===== src/rtl/decode_flow_pkg.sv =====
package decode_flow_pkg;
  localparam int SEQ_W  = 8;
  localparam int NSTALL = 3;

  typedef enum logic [2:0] {
    ST_IDLE    = 3'd0,
    ST_RUN     = 3'd1,
    ST_BLOCKED = 3'd2,
    ST_UNBLOCK = 3'd3,
    ST_SQUASH  = 3'd4
  } stage_e;

  typedef struct packed {
    logic [SEQ_W-1:0] seq;
    logic             squashed;
    logic             nosrc;
  } itag_t;
endpackage


===== src/rtl/decode_stall_track.sv =====
module decode_stall_track #(
  parameter int N = 3
) (
  input  logic         clk,
  input  logic         rst_n,
  input  logic [N-1:0] set_i,
  input  logic [N-1:0] clr_i,
  output logic [N-1:0] flags_nx_o,
  output logic         err_o
);
  logic [N-1:0] flags_q;

  assign flags_nx_o = (flags_q | set_i) & ~clr_i;
  assign err_o      = |(clr_i & ~(flags_q | set_i));

  always_ff @(posedge clk) begin
    if (!rst_n) flags_q <= '0;
    else        flags_q <= flags_nx_o;
  end
endmodule


===== src/rtl/decode_pick.sv =====
module decode_pick
  import decode_flow_pkg::*;
#(
  parameter int N  = 6,
  parameter int W  = 2,
  localparam int CW = $clog2(N + 1)
) (
  input  logic         src_vld_i [N],
  input  itag_t        src_tag_i [N],
  output logic [W-1:0] out_vld_o,
  output itag_t        out_tag_o [W],
  output logic [CW-1:0] n_cons_o
);
  always_comb begin
    int taken;
    int cons;
    taken     = 0;
    cons      = 0;
    out_vld_o = '0;
    for (int w = 0; w < W; w++) out_tag_o[w] = '0;
    for (int i = 0; i < N; i++) begin
      if (src_vld_i[i] && taken < W) begin
        cons = cons + 1;
        if (!src_tag_i[i].squashed) begin
          out_vld_o[taken] = 1'b1;
          out_tag_o[taken] = src_tag_i[i];
          taken = taken + 1;
        end
      end
    end
    n_cons_o = CW'(cons);
  end
endmodule


===== src/rtl/decode_skid.sv =====
module decode_skid
  import decode_flow_pkg::*;
#(
  parameter int DEPTH  = 6,
  parameter int PUSH_N = 4,
  localparam int CW = $clog2(DEPTH + 1),
  localparam int PW = $clog2(PUSH_N + 1)
) (
  input  logic          clk,
  input  logic          rst_n,
  input  logic          clear_i,
  input  logic [CW-1:0] pop_n_i,
  input  logic [PW-1:0] push_n_i,
  input  itag_t         push_tag_i [PUSH_N],
  output itag_t         ent_o [DEPTH],
  output logic [CW-1:0] cnt_o,
  output logic          ovf_o
);
  itag_t         ent_q [DEPTH];
  itag_t         ent_nx [DEPTH];
  logic [CW-1:0] cnt_q, cnt_nx;

  always_comb begin
    int base;
    int src;
    int fill;
    ovf_o = 1'b0;
    base  = int'(cnt_q) - int'(pop_n_i);
    fill  = base;
    for (int j = 0; j < DEPTH; j++) begin
      src = j + int'(pop_n_i);
      ent_nx[j] = (src < DEPTH) ? ent_q[src] : '0;
    end
    for (int p = 0; p < PUSH_N; p++) begin
      if (p < int'(push_n_i)) begin
        if (fill < DEPTH) begin
          ent_nx[fill] = push_tag_i[p];
          fill = fill + 1;
        end else begin
          ovf_o = !clear_i;
        end
      end
    end
    cnt_nx = clear_i ? '0 : CW'(fill);
  end

  always_ff @(posedge clk) begin
    if (!rst_n) begin
      cnt_q <= '0;
      for (int j = 0; j < DEPTH; j++) ent_q[j] <= '0;
    end else begin
      cnt_q <= cnt_nx;
      for (int j = 0; j < DEPTH; j++) ent_q[j] <= ent_nx[j];
    end
  end

  assign ent_o = ent_q;
  assign cnt_o = cnt_q;
endmodule


===== src/rtl/decode_flow.sv =====
module decode_flow
  import decode_flow_pkg::*;
#(
  parameter int FETCH_W   = 4,
  parameter int DEC_W     = 2,
  parameter int F2D_DELAY = 1,
  localparam int SKID_D = F2D_DELAY * FETCH_W + DEC_W,
  localparam int SKW    = $clog2(SKID_D + 1),
  localparam int SQW    = $clog2(FETCH_W + 1)
) (
  input  logic                     clk,
  input  logic                     rst_n,
  input  logic [FETCH_W-1:0]       in_vld,
  input  logic [FETCH_W*SEQ_W-1:0] in_seq,
  input  logic [FETCH_W-1:0]       in_sq,
  input  logic [FETCH_W-1:0]       in_nosrc,
  input  logic [NSTALL-1:0]        stall_set,
  input  logic [NSTALL-1:0]        stall_clr,
  input  logic                     cmt_squash,
  input  logic                     cmt_squashing,
  output logic [DEC_W-1:0]         out_vld,
  output logic [DEC_W*SEQ_W-1:0]   out_seq,
  output logic [DEC_W-1:0]         out_issue_rdy,
  output logic                     fetch_block,
  output logic                     fetch_unblock,
  output logic [SQW-1:0]           squash_cnt,
  output logic [2:0]               stage_state,
  output logic                     err_ovf,
  output logic                     err_unblk
);
  stage_e state_q, st_mid, st_nx;
  logic [NSTALL-1:0] flags_nx;
  logic stall_err;
  itag_t live [FETCH_W];
  itag_t skid_ent [SKID_D];
  logic [SKW-1:0] skid_cnt;
  logic skid_ovf;
  logic src_vld [SKID_D];
  itag_t src_tag [SKID_D];
  logic [DEC_W-1:0] pk_vld;
  itag_t pk_tag [DEC_W];
  logic [SKW-1:0] n_cons;
  logic dec_en, use_skid;
  logic skid_clear;
  logic [SKW-1:0] pop_n;
  logic [SQW-1:0] push_n;
  itag_t push_tag [FETCH_W];
  logic blk_p, unblk_p;
  logic [SQW-1:0] sq_cnt;
  int live_cnt;

  logic [DEC_W-1:0] out_vld_q;
  itag_t out_tag_q [DEC_W];

  assign live_cnt = $countones(in_vld);

  decode_stall_track #(.N(NSTALL)) u_stall (
    .clk(clk), .rst_n(rst_n), .set_i(stall_set), .clr_i(stall_clr),
    .flags_nx_o(flags_nx), .err_o(stall_err)
  );

  for (genvar g = 0; g < FETCH_W; g++) begin : g_live
    assign live[g] = '{seq: in_seq[g*SEQ_W +: SEQ_W], squashed: in_sq[g], nosrc: in_nosrc[g]};
  end

  // priority resolution of the stage state before decoding
  always_comb begin
    st_mid   = state_q;
    dec_en   = 1'b0;
    use_skid = 1'b0;
    if (cmt_squash || cmt_squashing) begin
      st_mid = ST_SQUASH;
    end else if (|flags_nx) begin
      st_mid = ST_BLOCKED;
    end else begin
      dec_en = 1'b1;
      if (state_q == ST_BLOCKED)     st_mid = (skid_cnt == '0) ? ST_RUN : ST_UNBLOCK;
      else if (state_q == ST_SQUASH) st_mid = ST_RUN;
      use_skid = (st_mid == ST_UNBLOCK);
    end
  end

  for (genvar g = 0; g < SKID_D; g++) begin : g_src
    if (g < FETCH_W) begin : g_both
      assign src_vld[g] = use_skid ? (g < int'(skid_cnt)) : in_vld[g];
      assign src_tag[g] = use_skid ? skid_ent[g] : live[g];
    end else begin : g_skid_only
      assign src_vld[g] = use_skid && (g < int'(skid_cnt));
      assign src_tag[g] = use_skid ? skid_ent[g] : '0;
    end
  end

  decode_pick #(.N(SKID_D), .W(DEC_W)) u_pick (
    .src_vld_i(src_vld), .src_tag_i(src_tag),
    .out_vld_o(pk_vld), .out_tag_o(pk_tag), .n_cons_o(n_cons)
  );

  // actions for the cycle
  always_comb begin
    int left;
    st_nx      = st_mid;
    skid_clear = 1'b0;
    pop_n      = '0;
    push_n     = '0;
    blk_p      = 1'b0;
    unblk_p    = 1'b0;
    sq_cnt     = '0;
    left       = 0;
    for (int j = 0; j < FETCH_W; j++) push_tag[j] = '0;
    if (cmt_squash) begin
      skid_clear = 1'b1;
      sq_cnt     = SQW'(live_cnt);
      unblk_p    = (state_q == ST_BLOCKED) || (state_q == ST_UNBLOCK);
    end else if (cmt_squashing) begin
      st_nx = ST_SQUASH;
    end else if (|flags_nx) begin
      push_n = SQW'(live_cnt);
      for (int j = 0; j < FETCH_W; j++) push_tag[j] = live[j];
      blk_p = (state_q != ST_BLOCKED);
    end else begin
      if (state_q == ST_BLOCKED && skid_cnt == '0) unblk_p = 1'b1;
      if (use_skid) begin
        pop_n  = n_cons;
        push_n = SQW'(live_cnt);
        for (int j = 0; j < FETCH_W; j++) push_tag[j] = live[j];
        if (n_cons == skid_cnt && live_cnt == 0) begin
          unblk_p = 1'b1;
          st_nx   = ST_RUN;
        end
      end else begin
        left = live_cnt - int'(n_cons);
        if (left > 0) begin
          push_n = SQW'(left);
          for (int j = 0; j < FETCH_W; j++)
            if (j + int'(n_cons) < FETCH_W) push_tag[j] = live[j + int'(n_cons)];
          blk_p = (st_mid != ST_BLOCKED);
          st_nx = ST_BLOCKED;
        end else if (st_mid == ST_IDLE && n_cons != '0) begin
          st_nx = ST_RUN;
        end
      end
    end
  end

  decode_skid #(.DEPTH(SKID_D), .PUSH_N(FETCH_W)) u_skid (
    .clk(clk), .rst_n(rst_n), .clear_i(skid_clear), .pop_n_i(pop_n),
    .push_n_i(push_n), .push_tag_i(push_tag), .ent_o(skid_ent),
    .cnt_o(skid_cnt), .ovf_o(skid_ovf)
  );

  always_ff @(posedge clk) begin
    if (!rst_n) begin
      state_q       <= ST_IDLE;
      out_vld_q     <= '0;
      fetch_block   <= 1'b0;
      fetch_unblock <= 1'b0;
      squash_cnt    <= '0;
      err_ovf       <= 1'b0;
      err_unblk     <= 1'b0;
      for (int w = 0; w < DEC_W; w++) out_tag_q[w] <= '0;
    end else begin
      state_q       <= st_nx;
      out_vld_q     <= dec_en ? pk_vld : '0;
      fetch_block   <= blk_p;
      fetch_unblock <= unblk_p;
      squash_cnt    <= sq_cnt;
      err_ovf       <= skid_ovf;
      err_unblk     <= stall_err;
      for (int w = 0; w < DEC_W; w++) out_tag_q[w] <= dec_en ? pk_tag[w] : '0;
    end
  end

  for (genvar g = 0; g < DEC_W; g++) begin : g_out
    assign out_seq[g*SEQ_W +: SEQ_W] = out_tag_q[g].seq;
    assign out_issue_rdy[g]          = out_vld_q[g] & out_tag_q[g].nosrc;
  end
  assign out_vld     = out_vld_q;
  assign stage_state = state_q;
endmodule


===== config.mk =====
export PLATFORM = sky130hd
export DESIGN_NAME = decode_flow
export DESIGN_NICKNAME = d
export VERILOG_FILES = /design/src/rtl/decode_flow_pkg.sv /design/src/rtl/decode_stall_track.sv /design/src/rtl/decode_pick.sv /design/src/rtl/decode_skid.sv /design/src/rtl/decode_flow.sv
export SDC_FILE = /design/constraint.sdc
export NUM_CORES = 1
export LEC_CHECK = 0
export BUFFER_PORTS_ARGS = -buffer_cell sky130_fd_sc_hd__buf_2
export CELL_PAD_IN_SITES_DETAIL_PLACEMENT = 1
export CELL_PAD_IN_SITES_GLOBAL_PLACEMENT = 2
export CORE_AREA = 8 8 153 263
export DETAILED_ROUTE_END_ITERATION = 8
export DIE_AREA = 0 0 161 271
export MAX_ROUTING_LAYER = met4
export PLACE_DENSITY_LB_ADDON = 0.1
export RECOVER_POWER = 50
export SYNTH_ARGS = -nofsm -noshare
export SYNTH_HDL_FRONTEND = slang
export SYNTH_SLANG_ARGS = --single-unit

===== constraint.sdc =====
create_clock -name clk -period 18.8 [get_ports clk]
set_clock_uncertainty 0.15 [all_clocks]
set_input_delay 3.76 -clock clk [delete_from_list [all_inputs] [get_ports clk]]
set_output_delay 3.76 -clock clk [all_outputs]
set_load 0.005 [all_outputs]

# --- Yosys cells after proc, flatten, opt, wreduce, memory -nomap -nowiden ---
# Memory sizes are Yosys's and may differ from the RTL's.
# Cells that the tools add are included.
totals:
  in_bits: 54
  regBits: 78
  mem_bits_rw: 20
  mem_count: 1
  output_inout_bits: 30
  elab_cells: 399
op_classes:
  order_cmp: 68
  add_sub_neg: 26
  bitwise_logic: 34
  reduce_logical: 37
  n_mux: 199
  eq_ne: 7
memory_table:
  columns: ["memory", "words", "width", "rd", "rd_ports_with_merged_regs", "write_ports", "line_no", "text"]
  rows:
  - ["out_tag_q", 2, 10, 2, 0, 2, "decode_flow.sv:53", "itag_t out_tag_q [DEC_W];"]
op_table:
  columns: ["op", "count"]
  rows:
  - ["$mux 10", 51]
  - ["$mux 32", 15]
  - ["$mux 60", 8]
  - ["$not 32->32", 14]
  - ["$lt 32x4->1 const B", 12]
  - ["$ge 32x4->1 const B", 10]
  - ["$lt 32x3->1 const B", 10]
  - ["$lt 32x1->1 const B", 9]
  - ["$bwmux 60", 4]
  - ["$add 32x2->32 const B", 7]
  - ["$mux 20", 10]
  - ["$mux 40", 5]
  - ["$bmux 10 s3", 6]
  - ["$ge 32x1->1 const B", 5]
  - ["$ge 32x2->1 const B", 5]
  - ["$ge 32x3->1 const B", 4]
  - ["$demux 10 s3", 4]
  - ["$bwmux 20", 5]
  - ["$not 4->32", 3]
  - ["$mux 3", 28]
  - ["$bmux 10 s2", 4]
  - ["$not 3->32", 2]
  - ["$demux 10 s1", 5]
  - ["$mux 1", 37]
  - ["other kinds (37)", 108]

# --- Depth between registers and ports, before layout ---
# Gate-level depths: netlist of run 1.
depth:
  ltp_word: 49
  depth_mapped: 60
  mapped_depth_nobuf: 52

# --- By module ---
# A second synthesis of run 1 with hierarchy kept.
hier_totals:
  hier_cells: 1757
  hier_area_um2: 13150.1
by_module_without_submodules:
  columns: ["mod", "cells_per_inst", "instances", "seq_area_each_um2", "area_per_inst_um2"]
  rows:
  - ["decode_skid", 1049, 1, 1261.2, 7977.7]
  - ["decode_flow", 469, 1, 600.6, 3432.0]
  - ["decode_pick", 225, 1, 0.0, 1617.8]
  - ["decode_stall_track", 14, 1, 60.1, 122.6]

# --- Worst setup path after synthesis of run 1 ---
# Ideal clock, no wire load.
synth_path:
  path_type: "input to register"
  start: "input port cmt_squashing"
  end: "register u_skid.ent_o[20] (netlist name)"
  t_required_ns: 18.527
  stages: 53
  n_path_buf: 8
  t_arrival_ns: 15.420
  path_slack_ns: 3.108
  setup_ns: 0.123
  path_cell_list: "or4b_4 a21oi_4 nand2_1 clkbuf_1 o21ai_0 and3_1 clkbuf_1 clkbuf_1 ha_1 a21oi_1 inv_1 ha_1 nor2b_1 o311a_1 o21ai_1 nand2_1 nand3_1 xor2_1 [17 not listed] a311o_1 o311ai_4 inv_2 ha_1 nand3_1 nor2_1 o21ai_0 nand3_1 a211o_1 a2111oi_2 and3_1 buf_4 a21o_4 a32o_1 nand4_1 or4_1 buf_4 mux2i_1"
synth_via:
  elab_chain_len: 43
  word_cells_on_any_way: 152
  cone_classes: "add/sub (18); order compare (27); mux (86); bitwise (9); reduce/logical (12)"
synth_rtl:
  columns: ["item", "line_no", "text"]
  rows:
  - ["from (decl)", "decode_flow.sv:20", "input logic cmt_squashing,"]
  - ["branches (longest 42 deep; another with $add 32x2->32)", null, null]
  - ["$mux 60 *", "decode_skid.sv:35", "if (p < int'(push_n_i)) begin"]
# Mark *: on every way between the ends. The select of a mux whose other input is x is not followed.
# A chain may end at the register's enable or synchronous reset.

# --- Worst setup path in the final report of run 1 ---
layout_path:
  start: "input port cmt_squash"
  end: "register u_skid.ent_o[52] (netlist name)"
layout_via:
  elab_chain_len: 43
  word_cells_on_any_way: 151
  cone_classes: "add/sub (17); order compare (27); mux (86); bitwise (9); reduce/logical (12)"
layout_rtl:
  columns: ["item", "line_no", "text"]
  rows:
  - ["from (decl)", "decode_flow.sv:19", "input logic cmt_squash,"]
  - ["branches (longest 42 deep; another with $add 32x2->32)", null, null]
  - ["$mux 60 *", "decode_skid.sv:35", null]
# Marked as above.

==> results.md, run 1 <==
- Run status: finished with violations
- Violated checks: max-capacitance violations, max-slew violations
- Top post-synthesis cells by area: dfxtp_1 (15%), nand2_1 (12%), mux2i_1 (10%)
- Most frequently used cell type in the post-synthesis netlist: nand2_1
- Critical path peak fanout: 48
- LEAKAGE: between 5 and 6 nW
- Area of the placeable core: 0.0365 sq mm
- Count of mapped cells out of synthesis: 1927
- Sum of overflow across all layers after global routing: 0
- Clock tree sinks: 96
- Maximum capacitance violations: 1
- Syn Area/Cell: just under 7 sq um
- Start point of the critical path: cmt_squash
- Type of destination of the critical path: flop
- Wire length of the first global-routing pass: just over 90000 um
- Period minus WS final: around 17 ns
- R2R setup slack: 4.74 ns
- Cell occurring most often along the worst timing path: ha_1
- Top flip-flop cell by instance count after synthesis: dfxtp_1
- Syn_nets: slightly above 2000
- Most frequent cells after synthesis: nand2_1 (423), nand3_1 (145), mux2i_1 (136)
- Clock latency at the later pin of the worst-skew pair: 0.39 ns
- Routed wire length: about 60000 um
- Worst path arrival time: 17.30 ns
- Tightest Hold Check Type: reg -> reg
- Logic depth of the worst register-to-register path: 45
- Clock tree from TritonCTS: done
- R2R Path End: u_skid.ent_o[52]
- Mapped cell area: 0.0130 sq mm
- FF-to-FF Start: stage_state[1]
- H-tree levels: 3
- Final HPWL DP: 48300 um
- Number of CTS-inserted buffers: 9
- Proportion of power drawn by the clock network: 23.2%
- Share of Yosys cell area claimed by the top area cell type: about 15%
- Average wire per standard cell: around 26 um
- Post-CTS sizing: 0
- Final cell utilization of the core: 38.1%
- Actual transition at the worst max-transition pin: around 3.4 ns
- Max VDD drop: 0.0411 mV
- Remaining max-slew budget at the tightest pin: -124%
- Async set-or-reset flop fraction in the synthesized netlist: 0%
- Number of antenna violations at the first check in global routing: 0
- FF+latch count, synth: 96
- Total die area: 0.0436 sq mm
- Area overhead of the layout relative to synthesis: 6.99%
- Worst-case clock buffer depth: 2
- Final critical-path share of the clock period: about 92%
- Port bufs: 83
- Root buffer selected by CTS: clkbuf_16
- Setup crit start kind: input port
- Std-Cell Rows: 93
- Share of synthesized area occupied by flip-flops and latches: between 10% and 20%
- Max Fclk: 58.1 MHz
- GPL Wtd Cong: 0.981
- Slowest cell delay on critical path: 0.89 ns
- Capture point of the critical path: u_skid.ent_o[52]
- Synth warnings: 0
- Clock input transition at the sequential cells of the worst setup and hold paths: 0.08 ns
- X dimension of the die: 161 um
- Worst path required time: 18.90 ns
- Relative contribution of combinational cells to total power: around 50%
- Top-Level Pins: 84
- Starting density of the core: between 30% and 40%
- Layout cell share with drive strength beyond 1: a little over a tenth
- Maximum number of pins on one net before global-route repair: 71
- Number of hold-slack violations in the final timing report: 0
- Diodes inserted: 0
- Number of post-CTS setup repair buffers: 0
- Post-synth EDFFs: 0
- Final Net Count: approximately 2000
- Setup Viol. Count Final: 0
- Number of distinct standard cells referenced by the synthesized netlist: 104
- Total of fill cells in the finished design: 4683
- Die Y: 271 um
- Gr usage total: between 20 and 30%
- Final antenna-violating net count: 0
- Number of violations reported at the end of detailed-routing iteration 0: 985
- Master of the slowest instance on the critical path: or4_1
- DR vias/cell: about 6.3
- Power density over cell area: 62.2 mW/mm^2
- Vias in the first global route: about 15000
- Int Power: 0.455 mW
- Critical path start-end classification: in -> reg
- DRC errors left: 0
- Unrepaired setup endpoints after global routing: false
- Number of iterations in the first detailed-routing pass: 5
- Slew Limit Fails: 71
- Via count: around 15000
- Net switching component of the power: 0.410 mW
- Hold bufs inserted after CTS: 0
- Switching fraction of total power: 47.4%
- Reg power frac: around a quarter
- Setup Total Neg Slack: 0 ns
- Top cell type by total area after synthesis: dfxtp_1
[cells by family after synthesis]
logic type                 share of synthesized area [%]
buffers and inverters                               6.87
DFF                                                 14.8
xor gates and xnor gates                            1.55
adders and majority gates                           3.87
and+or+nand+nor                                     30.2
muxes                                               14.4
AOI/OAI and AO/OA                                   28.3
[sequential cells by signal (all words and copies together) (netlist names), 2 cells and up]
signal / cells
u_skid.ent_o: 60
out_tag_q: 18
u_skid.cnt_o: 3
out_vld: 2
u_stall.flags_q: 3
squash_cnt: 3
stage_state: 3
[placed cells by master, fill, tap and decap left out, drive strengths merged, types with 6 or more instances in the layout]
cell / Yosys / final
a2111oi: 6 / 6
a211oi: 42 / 42
a21boi: 6 / 6
a21o: 8 / 8
a21oi: 113 / 113
a221o: 7 / 7
a221oi: 27 / 27
a22oi: 31 / 31
a311oi: 9 / 9
a31oi: 11 / 11
a32o: 17 / 17
and2: 45 / 45
and3: 19 / 19
buf: 48 / 97
clkbuf: 116 / 39
clkinv: 2 / 6
dfxtp: 96 / 96
ha: 37 / 37
inv: 41 / 44
mux2: 17 / 17
mux2i: 136 / 136
mux4: 14 / 14
nand2: 424 / 424
nand3: 146 / 146
nand4: 15 / 15
nor2: 105 / 105
nor2b: 8 / 8
nor3: 55 / 55
nor4: 9 / 9
o211ai: 25 / 25
o21ai: 143 / 143
o22ai: 30 / 30
o31ai: 7 / 7
or3: 10 / 10
or4: 7 / 7
xnor2: 17 / 17
xor2: 6 / 6
[critical path: cells and delay by family]
kind            cells  cell delay, ns
fa+ha+maj           6            1.94
compound gates      8            2.30
simple gates       17            5.08
xor+xnor            5            1.93
mux                 1            0.22
buf+inv             9            1.99
[cell type report]
class / count / area [sq um] / area share [%]
multi-input combinational: 1624 / 10200 / 73.5
sequential: 96 / 1920 / 13.8
timing repair buffer: 127 / 701 / 5.04
tap: 475 / 594 / 4.27
clock buffer: 9 / 225 / 1.62
inverter: 43 / 161 / 1.16
clock inverter: 7 / 75.1 / 0.540
[power groups by stage]
stage	Combinational (mW)	Sequential (mW)	Clock [mW]
after CTS	0.432	0.230	0.204
after detailed placement	0.429	0.234	0
after global placement	0.422	0.234	0
after floorplan	0.308	0.224	0
after global routing	0.471	0.232	0.212
final	0.433	0.231	0.200
[stage by stage]
stage          power, mW  hold WS, ns  instances  setup slack, ns  instance area (sq um)
2_1_floorplan      0.533        0.347       1927             3.11                  13000
3_3_place_gp       0.656        0.402       2365             1.95                  13700
3_5_place_dp       0.664        0.430       2365             1.58                  13700
4_1_cts            0.866        0.448       2381             1.95                  14000
5_1_grt            0.914        0.489       2381            0.526                  13900
6_report           0.864        0.434       2381             1.60                  13900
[worst min path at each step]
| stage | start | to | slack [ns] | cells past startpoint |
|---|---|---|---|---|
| after global placement | u_stall.flags_q[2] | err_unblk | 0.40 | 3 |
| after floorplan | u_stall.flags_q[2] | err_unblk | 0.35 | 3 |
| after CTS | stage_state[1] | stage_state[1] | 0.45 | 2 |
| after detailed placement | u_stall.flags_q[2] | err_unblk | 0.43 | 3 |
| after global routing | u_stall.flags_q[2] | err_unblk | 0.49 | 3 |
| final | u_stall.flags_q[2] | err_unblk | 0.43 | 3 |
[layer usage]
layer,GRT usage (%),wire (um),up-vias,share of wire (%)
met4,11.1,2180,0,3.6
met3,2.46,2840,135,4.7
met5,-,0,-,0
li1,-,-,7005,-
met1,33.4,25500,7428,42
met2,47.7,30300,499,50
(Power assumes the default switching activity.)
==> inputs of run 2 (changes only) <==
CORE_AREA = 8 8 149 256   (was 8 8 153 263)
DIE_AREA = 0 0 157 264   (was 0 0 161 271)
clock period = 22.2 ns   (was 18.8 ns; I/O delays follow)
==> run 2 against run 1 <==
The run still ends with max-capacitance violations, max-slew violations left; combinational power shrank 15%; sequential power shrank 16%; setup slack gained 0.80 ns; cell area is essentially flat; routed wire length grew 0.27%; sequential cell count is the same; global-route usage grew 2.0 points; via count is essentially flat; critical path type unchanged; critical endpoint is now u_skid.ent_o[6]; largest cell class unchanged; highest routed layer unchanged.
==> results.md, run 2 (synthesis results as in run 1) <==
- Run status: finished with violations
- Violated checks: max-capacitance violations, max-slew violations
- DR vias/cell: 6.36
- Proportion of power drawn by the clock network: 23.9%
- Capture point of the critical path: u_skid.ent_o[6]
- Switching fraction of total power: 47.6%
- Maximum capacitance violations: 2
- Peak-usage layer in the global routing report: met2
- Sum of overflow across all layers after global routing: 0
- Clock input transition at the sequential cells of the worst setup and hold paths: 0.09 ns
- Number of hold-slack violations in the final timing report: 0
- Post-CTS sizing: 0
- Tightest Hold Check Type: reg -> reg
- Final Net Count: approximately 2000
- DRC errors left: 0
- Critical path start-end classification: in -> reg
- Number of post-CTS setup repair buffers: 0
- Relative contribution of combinational cells to total power: 50.1%
- Gr usage total: 29.9%
- Remaining max-slew budget at the tightest pin: -134%
- Layout cell share with drive strength beyond 1: between 10 and 15%
- Net switching component of the power: 0.352 mW
- Logic depth of the worst register-to-register path: 44
- Setup crit start kind: input port
- R2R setup slack: 6.18 ns
- FF-to-FF Start: stage_state[1]
- Flip-flop count of the largest register, all copies and words added: 60
- Final critical-path share of the clock period: 89.2%
- Average wire per standard cell: 25.8 um
- Type of destination of the critical path: flop
- Final hold slack: 0.393 ns
- Master of the slowest instance on the critical path: nand2_1
- Area of the multi-input gates: between 0.01 and 0.015 sq mm
- Hold bufs inserted after CTS: 0
- Met1 layer usage reported by global route: about a third
- H-tree levels: 3
- Via count: 15072
- Wire length of the first global-routing pass: around 94000 um
- Vias in the first global route: between 15000 and 20000
- Total die area: 0.0414 sq mm
- Number of CTS-inserted buffers: 9
- Top-Level Pins: 84
- Slew Limit Fails: 120
- Commonest cells after routing, fill and taps aside: nand2_1 (422), nand3_1 (146), mux2i_1 (136)
- Routed wire length: 61000 um
- Max Fclk: between 50 and 60 MHz
- Reg power frac: a little over a quarter
- Max VDD drop: 0.0388 mV
- Final antenna-violating net count: 0
- LEAKAGE: roughly 5.2 nW
- Number of iterations in the first detailed-routing pass: 5
- GPL Wtd Cong: between 0.9 and 1
- Die Y: 264 um
- Power density over cell area: 53.1 mW/mm^2
- Clock latency at the later pin of the worst-skew pair: 0.39 ns
- Period minus WS final: 19.81 ns
- Maximum number of pins on one net before global-route repair: 71
- Number of antenna violations at the first check in global routing: 1
- Total of fill cells in the finished design: between 4000 and 5000
- Worst path arrival time: 19.98 ns
- Unrepaired setup endpoints after global routing: false
- Worst path required time: about 22 ns
- Std-Cell Rows: 91
- Most common library cell in the layout ignoring fill and taps: nand2_1
- X dimension of the die: 157 um
- GR Util met3: a little under 3%
- Area of the placeable core: 0.0347 sq mm
- Setup Viol. Count Final: 0
- Root buffer selected by CTS: clkbuf_16
- Critical path peak fanout: between 40 and 50
- Number of violations reported at the end of detailed-routing iteration 0: 894
- Final HPWL DP: 48600 um
- Cell occurring most often along the worst timing path: ha_1
- Worst-case clock buffer depth: 2
- Slowest cell delay on critical path: 1.21 ns
- Starting density of the core: 37.4%
- Start point of the critical path: cmt_squash
- Port bufs: 83
- Area overhead of the layout relative to synthesis: 6.95%
- Clock tree sinks: 96
- R2R Path End: u_skid.ent_o[6]
- Clock tree from TritonCTS: done
- Actual transition at the worst max-transition pin: 3.51 ns
- Met2 track utilization from global routing: 51.7%
- Int Power: about 0.39 mW
- Sequential Area: 0.00192 sq mm
- Setup Total Neg Slack: 0 ns
## run 2: stage by stage
stage | std cells | utilization (%) | power, mW | instance area [sq um] | worst slack, ns
after floorplan | 1927 | - | 0.451 | 13000 | 5.83
after global placement | 2352 | 39.3 | 0.557 | 13600 | 3.37
after detailed placement | 2352 | 39.3 | 0.561 | 13600 | 3.12
after CTS | 2368 | 40.2 | 0.737 | 14000 | 3.48
after global routing | 2369 | 40.0 | 0.780 | 13900 | 1.22
final | 2369 | 40.0 | 0.739 | 13900 | 2.39
## run 2: layer usage
layer	share of wire [%]	up-vias
met5	0	-
met4	3.3	0
met3	4.6	109
met2	51	492
met1	41	7484
li1	-	6987
## run 2: final cells by class
| cell class | count | area share, % |
|---|---|---|
| antenna | 1 | 0.0180 |
| clock buffer | 9 | 1.62 |
| clock inverter | 7 | 0.639 |
| inverter | 43 | 1.16 |
| multi-input combinational | 1624 | 73.6 |
| sequential | 96 | 13.8 |
| tap | 465 | 4.19 |
| timing repair buffer | 124 | 4.93 |
## run 2: power groups by stage
stage	clock [mW]	sequential, mW	combinational, mW
2_1_floorplan	0	0.190	0.261
3_3_place_gp	0	0.196	0.361
3_5_place_dp	0	0.196	0.366
4_1_cts	0.178	0.192	0.368
5_1_grt	0.185	0.194	0.401
6_report	0.176	0.193	0.370
## run 2: worst max-delay path: cells and delay by family
| family | cells | cell delay (ns) |
|---|---|---|
| AND/OR/NAND/NOR | 17 | 7.02 |
| AO/OA/AOI/OAI | 12 | 3.75 |
| adder cells (fa/ha/maj) | 6 | 2.09 |
| buffers and inverters | 7 | 1.30 |
| XOR/XNOR | 2 | 1.13 |
| multiplexers | 1 | 0.20 |
## run 2: worst min path at each step
| stage | start | to | slack, ns | cells past startpoint |
|---|---|---|---|---|
| finish | u_stall.flags_q[2] | err_unblk | 0.39 | 3 |
| detailed placement | u_stall.flags_q[2] | err_unblk | 0.38 | 3 |
| global placement | u_stall.flags_q[2] | err_unblk | 0.38 | 3 |
| floorplan | u_stall.flags_q[2] | err_unblk | 0.35 | 3 |
| global route | u_stall.flags_q[2] | err_unblk | 0.42 | 3 |
| CTS | u_stall.flags_q[2] | err_unblk | 0.39 | 3 |
